**src/rtl/burst_addr_seq.sv**
```systemverilog
module burst_addr_seq #(
  parameter int ADDR_W = 17
) (
  input  logic              clk,
  input  logic              rst_n,
  input  logic              stall,
  input  logic              sel,
  input  logic              adv,
  input  logic              wr_in,
  input  logic              interleave,
  input  logic [ADDR_W-1:0] addr_in,
  output logic [ADDR_W-1:0] addr_out,
  output logic              beat_valid,
  output logic              beat_write
);
  localparam int LOW_W = 2;

  logic [ADDR_W-1:0] base_q;
  logic [LOW_W-1:0]  idx_q;
  logic              active_q;
  logic              valid_q;
  logic              write_q;

  wire do_load = !stall && !adv && sel;
  wire do_stop = !stall && !adv && !sel;
  wire do_step = !stall && adv && active_q;
  wire do_idle = !stall && adv && !active_q;

  always_ff @(posedge clk or negedge rst_n) begin
    if (!rst_n) begin
      base_q   <= '0;
      idx_q    <= '0;
      active_q <= 1'b0;
      valid_q  <= 1'b0;
      write_q  <= 1'b0;
    end else if (do_load) begin
      base_q   <= addr_in;
      idx_q    <= '0;
      active_q <= 1'b1;
      valid_q  <= 1'b1;
      write_q  <= wr_in;
    end else if (do_stop) begin
      active_q <= 1'b0;
      valid_q  <= 1'b0;
    end else if (do_step) begin
      idx_q   <= idx_q + 1'b1;
      valid_q <= 1'b1;
    end else if (do_idle) begin
      valid_q <= 1'b0;
    end
  end

  logic [LOW_W-1:0] low_lin, low_ilv;
  assign low_lin = base_q[LOW_W-1:0] + idx_q;
  assign low_ilv = base_q[LOW_W-1:0] ^ idx_q;

  assign addr_out   = {base_q[ADDR_W-1:LOW_W], interleave ? low_ilv : low_lin};
  assign beat_valid = valid_q;
  assign beat_write = write_q;

  AST_LOAD_CAPTURE: assert property (@(posedge clk) disable iff (!rst_n)
    (!stall && !adv && sel) |=> (beat_valid && beat_write == $past(wr_in)
                                 && base_q == $past(addr_in)));
  AST_UPPER_FIXED: assert property (@(posedge clk) disable iff (!rst_n)
    (!stall && adv) |=> addr_out[ADDR_W-1:LOW_W] == $past(addr_out[ADDR_W-1:LOW_W]));
  AST_DESELECT_END: assert property (@(posedge clk) disable iff (!rst_n)
    (!stall && !adv && !sel) |=> !beat_valid);
  AST_STALL_HOLD: assert property (@(posedge clk) disable iff (!rst_n)
    stall |=> ($stable(beat_valid) && $stable(beat_write) && $stable(base_q)
               && $stable(idx_q)));
  AST_DIR_STEADY: assert property (@(posedge clk) disable iff (!rst_n)
    (!stall && adv) |=> $stable(beat_write));
endmodule

```
**config.mk**
```make
export PLATFORM = sky130hd
export DESIGN_NAME = burst_addr_seq
export DESIGN_NICKNAME = d
export VERILOG_FILES = /design/src/rtl/burst_addr_seq.sv
export SDC_FILE = /design/constraint.sdc
export NUM_CORES = 1
export LEC_CHECK = 0
export CAP_MARGIN = 20
export CORE_UTILIZATION = 44
export CTS_BUF_LIST = sky130_fd_sc_hd__clkbuf_8
export DETAILED_ROUTE_END_ITERATION = 12
export GPL_TIMING_DRIVEN = 0
export PLACE_DENSITY_LB_ADDON = 0.05
export SLEW_MARGIN = 20
export SYNTH_ARGS = -nofsm -noshare
export SYNTH_HDL_FRONTEND = slang
export SYNTH_SLANG_ARGS = --single-unit
export TNS_END_PERCENT = 10
```
**constraint.sdc**
```tcl
create_clock -name clk -period 1.2 [get_ports clk]
set_input_delay 0.18 -clock clk [delete_from_list [all_inputs] [get_ports clk]]
set_output_delay 0.18 -clock clk [all_outputs]
set_load 0.1 [all_outputs]
```
==> impl_metrics.env, run 1 <==
export IMPL_outcome="finished, violations left"
export IMPL_failing_checks="setup timing"
export IMPL_cts_reportedPaths_clkPinSlew_ns=0.07
export IMPL_grt_first_pass_wirelength_um=2930
export IMPL_count_of_input_and_output_buffers=42
export IMPL_cts_path_max_buffers=2
export IMPL_post_place_ws_ns=-1.06
export IMPL_overall_routing_resource_usage=0.156
export IMPL_p_leak_nw=0.753
export IMPL_number_of_enable_flip_flop_cells_after_synthesis=0
export IMPL_ys_seq_elements=22
export IMPL_power_density_nw_per_um2=2280
export IMPL_worstSetupPathType="register to primary output"
export IMPL_fin_crit_sh=1.25
export IMPL_clk_root_buffer_cell="clkbuf_8"
export IMPL_die_y_um=51.3
export IMPL_flow_area_growth_from_synthesis_pct=52.7
export IMPL_instances_no_fill=151
export IMPL_setup_violations=3
export IMPL_synth_top_cells_by_count="dfrtp_1 (22), buf_4 (15), mux2_2 (11), mux2_4 (9)"
export IMPL_async_reset_ff_frac=1.00
export IMPL_clock_fmax_mhz=667
export IMPL_synth_lib_cells_used_distinct=17
export IMPL_worstPathMaxFanout=2
export IMPL_postSynth_topFlopCell="dfrtp_1"
export IMPL_post_route_min_period_ns=1.50
export IMPL_finalHoldViolCount=0
export IMPL_detailedRoute_firstIterationViolations=4
export IMPL_filler_cell_count=168
export IMPL_placed_cells=145
export IMPL_numCtsBuffers=3
export IMPL_totalWireLength_um=1890
export IMPL_fraction_of_layout_cells_with_a_size_suffix_above_1=0.561
export IMPL_grt_start_max_net_pins=23
export IMPL_drt_pass1_iter_count=2
export IMPL_finalNetCount=150
export IMPL_tightest_slew_ns=0.481
export IMPL_antenna_violating_nets_post_route=0
export IMPL_crit_path_start_kind="register"
export IMPL_synth_most_common_cell="dfrtp_1"
export IMPL_category_of_the_worst_setup_path_capture_point="primary output"
export IMPL_fp_dieArea_um2=2630
export IMPL_num_io_pins=43
export IMPL_post_synth_main_area_contributors="dfrtp_1 (52%), mux2_4 (13%), mux2_2 (12%)"
export IMPL_post_drt_via_cell_ratio=4.63
export IMPL_detailed_route_via_count=699
export IMPL_worst_skew_pair_late_latency_ns=0.25
export IMPL_critical_path_required_ns=1.02
export IMPL_htreeDepth=1
export IMPL_layout_setup_ws_ns=-0.298
export IMPL_drt_drc_violations_left=0
export IMPL_antennaDiodeCount=0
export IMPL_cts_tree="built"
export IMPL_syn_area_um2=1070
export IMPL_avgRoutedWirePerCell_um=12.5
export IMPL_finalMaxSlewViolations=0
export IMPL_rsz0062_at_grt="true"
export IMPL_postSynthCellCount=75
export IMPL_finClkSkew_ns=0.000612
export IMPL_syn_mean_instance_area_um2=14.2
export IMPL_grt_pass1_vias=704
export IMPL_netlist_area_leader_share=0.515
export IMPL_synth_warnings=0
export IMPL_detailedPlacementHpwl_um=1320
export IMPL_fp_row_count=17
export IMPL_min_path_type="input pin to register"
export IMPL_synth_area_leader_cell="dfrtp_1"
export IMPL_gp_routability_congestion=0.612
export IMPL_synth_yosys_seq_area_share=0.515
export IMPL_syn_num_nets=100
export IMPL_max_vdd_ir_drop_uv=1830
export IMPL_grt_antenna_before_repair=0
export IMPL_slew_headroom=0.679
export IMPL_drv_cap=0
export IMPL_floorplan_core_area_um2=2250
export IMPL_fp_dieW_um=51.3
export IMPL_cts_sinks=22
export IMPL_gr_total_overflow=0
export IMPL_critical_path_arrival_ns=1.32
export IMPL_floorplan_initialDensity=0.474
-- repair_timing --
action	CTS	global route
gates cloned	0	0
gates resized for setup	96	12
hold buffers	0	1
pin swaps	3	0
setup endpoints to repair	37	18
endpoints found under the hold margin	0	22
setup buffers	2	0
-- where the power goes --
part | leakage [nW] | total, mW | switching, mW | internal (mW)
sequential | 0.262 | 1.02 | 0.126 | 0.892
combinational | 0.469 | 2.27 | 1.42 | 0.851
clock | 0.0216 | 0.434 | 0.211 | 0.223
-- worst max-delay path, cell delays in order (launching register included) --
cell	delay (ns)
dfrtp_1	0.42
ha_4	0.17
nor2b_4	0.13
xnor2_4	0.16
buf_12	0.19
-- flip-flops by register name, summed over array words and instances, names as in the netlist --
| register | count |
|---|---|
| beat_valid | 1 |
| active_q | 1 |
| base_q | 17 |
| beat_write | 1 |
| idx_q | 2 |
-- worst paths after layout --
kind	from	to	slack [ns]	cells past startpoint
max	base_q[0]	addr_out[1]	-0.30	4
min in group asynchronous	rst_n	base_q[8]	0.44	2
min	stall	beat_valid	0.24	2
max in group asynchronous	rst_n	base_q[3]	0.44	2
min reg2reg	base_q[4]	base_q[4]	0.51	1
max reg2reg	idx_q[0]	idx_q[1]	-0.03	4
-- cells in the final DEF, fill, tap and decap left out --
cell type	count
o21ai_0	2
nand2b_1	1
nor2b_4	1
mux2i_1	1
mux2_2	11
buf_12	3
ha_4	1
mux2_4	9
clkbuf_8	3
a22o_1	2
nand2_1	2
buf_4	28
buf_2	1
clkdlybuf4s50_1	19
xnor2_4	2
nor3b_2	1
dlygate4sd2_1	1
dfrtp_1	22
nor2_1	2
dlygate4sd3_1	1
clkbuf_2	2
buf_6	7
o21bai_1	1
-- layout make-up --
cell class	instances	area, µm²	share of cell area
repair buffers	45	429	0.263
well taps	28	35.0	0.0215
clock buffers	3	41.3	0.0253
multi-input cells	36	432	0.265
plain buffers	17	144	0.0882
flip-flops and latches	22	551	0.337
-- stage by stage --
| stage | power (mW) | hold WS (ns) | setup TNS [ns] | util | cell area, µm² |
|---|---|---|---|---|---|
| after floorplan | 2.65 | -0.116 | -0.352 | - | 1100 |
| after global placement | 3.02 | 0.479 | -23.36 | 0.689 | 1550 |
| after detailed placement | 3.05 | 0.498 | -23.47 | 0.689 | 1550 |
| after CTS | 3.65 | 0.426 | -0.447 | 0.705 | 1590 |
| after global routing | 3.85 | 0.251 | -0.565 | 0.724 | 1630 |
| final | 3.72 | 0.239 | -0.424 | 0.724 | 1630 |
-- layer usage --
| metal | part of all wire | vias up | global-route usage |
|---|---|---|---|
| met1 | 0.44 | 329 | 0.180 |
| met4 | 0.018 | 0 | 0.0946 |
| met5 | 0 | - | 0 |
| met2 | 0.47 | 30 | 0.263 |
| li1 | - | 336 | - |
| met3 | 0.073 | 4 | 0.0327 |
-- cells by family (layout without fill, tap and decap cells) --
group	Yosys count	count (layout)	synth area share
compound gates	5	5	0.0328
xor+xnor	2	2	0.0164
fa+ha+maj	1	1	0.0117
buf+inv	17	65	0.135
flops	22	22	0.515
mux	21	21	0.252
simple gates	7	7	0.0375
No activity file was read; power rests on OpenSTA's default activity.
==> run 2: changes to the inputs <==
--- a/config.mk
+++ b/config.mk
@@ -5,7 +5,7 @@
 export SDC_FILE = /design/constraint.sdc
 export NUM_CORES = 1
 export LEC_CHECK = 0
-export CAP_MARGIN = 20
+export CAP_MARGIN = 30
 export CORE_UTILIZATION = 44
 export CTS_BUF_LIST = sky130_fd_sc_hd__clkbuf_8
 export DETAILED_ROUTE_END_ITERATION = 12
==> run 2 against run 1 <==
  * The run still ends with setup timing left
  * Maximum frequency fell by 0.21%
  * Non-clock buffer count is 1 higher
  * Core utilization is 0.28 points higher
  * Register-to-register slack barely moved
  * Worst hold slack worse by 0.027 ns
  * Setup slack got worse by 0.0031 ns
  * Critical endpoint unchanged
  * Largest power group unchanged
==> impl_metrics.env, run 2 (synthesis results as in run 1) <==
export IMPL_flow_area_growth_from_synthesis_pct=53.3
export IMPL_detailed_route_via_count=706
export IMPL_count_of_input_and_output_buffers=42
export IMPL_largest_register="base_q"
export IMPL_overall_routing_resource_usage=0.156
export IMPL_rsz0062_at_grt="true"
export IMPL_power_density_nw_per_um2=2250
export IMPL_detailedPlacementHpwl_um=1360
export IMPL_largest_register_ffs=17
export IMPL_floorplan_initialDensity=0.474
export IMPL_totalWireLength_um=1830
export IMPL_postLayoutCoreUtil=0.726
export IMPL_gp_routability_congestion=0.612
export IMPL_antenna_violating_nets_post_route=0
export IMPL_floorplan_core_area_um2=2250
export IMPL_grt_start_max_net_pins=16
export IMPL_gr_total_overflow=0
export IMPL_category_of_the_worst_setup_path_capture_point="primary output"
export IMPL_cts_path_max_buffers=2
export IMPL_finClkSkew_ns=0.00113
export IMPL_fp_row_count=17
export IMPL_cts_reportedPaths_clkPinSlew_ns=0.07
export IMPL_fp_dieW_um=51.3
export IMPL_critical_path_max_stage_delay_ns=0.42
export IMPL_avgRoutedWirePerCell_um=12.1
export IMPL_finalHoldViolCount=0
export IMPL_finalMaxSlewViolations=0
export IMPL_grt_antenna_before_repair=0
export IMPL_antennaDiodeCount=0
export IMPL_clk_root_buffer_cell="clkbuf_8"
export IMPL_largest_registers="base_q (17), idx_q (2)"
export IMPL_p_leak_nw=0.760
export IMPL_design_power_mw=3.69
export IMPL_worstPathMaxFanout=2
export IMPL_fin_crit_sh=1.25
export IMPL_drv_cap=0
export IMPL_finalNetCount=151
export IMPL_detailed_place_area_um2=1570
export IMPL_crit_path_start_kind="register"
export IMPL_grt_first_pass_wirelength_um=2920
export IMPL_grt_pass1_vias=671
export IMPL_timing_critical_path_buf_inv=1
export IMPL_post_route_min_period_ns=1.50
export IMPL_fp_dieArea_um2=2630
export IMPL_worstPathCellList="ha_4 > nor2b_4 > xnor2_4 > buf_12"
export IMPL_max_vdd_ir_drop_uv=1770
export IMPL_critical_path_arrival_ns=1.32
export IMPL_layout_setup_ws_ns=-0.301
export IMPL_detailedRoute_firstIterationViolations=2
export IMPL_failing_checks="setup timing"
export IMPL_filler_cell_count=168
export IMPL_post_place_ws_ns=-1.06
export IMPL_numCtsBuffers=3
export IMPL_cts_tree="built"
export IMPL_outcome="finished, violations left"
export IMPL_min_path_type="input pin to async pin"
export IMPL_mostFrequentLayoutCell="buf_4"
export IMPL_tightest_slew_ns=0.390
export IMPL_slowest_stage="dfrtp_1"
export IMPL_die_y_um=51.3
export IMPL_critical_path_required_ns=1.02
export IMPL_worst_skew_pair_late_latency_ns=0.25
export IMPL_fraction_of_layout_cells_with_a_size_suffix_above_1=0.565
export IMPL_instances_no_fill=152
export IMPL_post_route_hold_slack_ns=0.212
export IMPL_num_io_pins=43
export IMPL_drt_pass1_iter_count=3
export IMPL_slew_headroom=0.739
export IMPL_finish_instance_area_um2=1640
export IMPL_setup_violations=3
export IMPL_worstSetupPathType="register to primary output"
export IMPL_htreeDepth=1
export IMPL_clock_fmax_mhz=666
export IMPL_cts_sinks=22
export IMPL_post_drt_via_cell_ratio=4.64
export IMPL_placed_cells=146
export IMPL_cpLargestDelayFamily="flip-flops"
export IMPL_drt_drc_violations_left=0
export IMPL_most_common_layout_cells="buf_4 (29), dfrtp_1 (22), clkdlybuf4s50_1 (20), mux2_2 (11), mux2_4 (9)"
export IMPL_timing_setup_tns_ns=-0.437
## run 2: changes by cell type in the layout (fill, tap and decap cells not counted), sizes merged
cell | previous run | this run
buf | 39 | 40
clkdlybuf4s50 | 19 | 20
dlygate4sd3 | 1 | 0
## run 2: cell type report
cell class | instances | area [µm²] | area share
Buffer | 17 | 144 | 0.0879
Timing Repair Buffer | 46 | 447 | 0.273
Tap cell | 28 | 35.0 | 0.0214
Clock buffer | 3 | 41.3 | 0.0252
Multi-Input combinational cell | 36 | 420 | 0.257
Sequential cell | 22 | 551 | 0.336
## run 2: timing repair
| action | in CTS | in global routing |
|---|---|---|
| resized for setup | 97 | 10 |
| pin swaps | 2 | 1 |
| endpoints found under the hold margin | 0 | 0 |
| endpoints found under the setup margin | 37 | 18 |
| hold buffers | 0 | 0 |
| buffers inserted | 2 | 1 |
## run 2: worst register-to-register path, stage by stage (launching register included)
cell	delay [ns]
dfrtp_1	0.41
buf_4	0.16
nand2_1	0.06
mux2_2	0.32
a22o_1	0.17
## run 2: path summary, 6_finish.rpt
path / startpoint / endpoint / slack [ns] / depth (start not counted)
max: base_q[0] / addr_out[1] / -0.30 / 4
min: rst_n / base_q[2] / 0.21 / 1
max reg2reg: idx_q[0] / idx_q[1] / -0.03 / 4
min reg2reg: beat_valid / beat_valid / 0.51 / 2
max in group asynchronous: rst_n / base_q[4] / 0.56 / 2
min in group clk: stall / beat_valid / 0.23 / 2
## run 2: where the power goes
| group | leakage (nW) | switching, mW | total, mW | internal [mW] |
|---|---|---|---|---|
| sequential | 0.262 | 0.110 | 1.00 | 0.892 |
| combinational | 0.476 | 1.41 | 2.25 | 0.839 |
| clock | 0.0216 | 0.208 | 0.431 | 0.223 |
## run 2: layer usage
metal  wire (µm)  track usage  share of wire
met2         858        0.259           0.47
met4          36       0.0946          0.020
met5           0            0              0
met3         126       0.0298          0.069
met1         812        0.186           0.44
==> run 3: changes to the inputs <==
--- a/config.mk
+++ b/config.mk
@@ -8,6 +8,7 @@
 export CAP_MARGIN = 30
 export CORE_UTILIZATION = 44
 export CTS_BUF_LIST = sky130_fd_sc_hd__clkbuf_8
+export CTS_CLUSTER_DIAMETER = 40
 export DETAILED_ROUTE_END_ITERATION = 12
 export GPL_TIMING_DRIVEN = 0
 export PLACE_DENSITY_LB_ADDON = 0.05
==> results of run 3 <==
No change in the layout: final DEF, timing and power equal those of run 2.
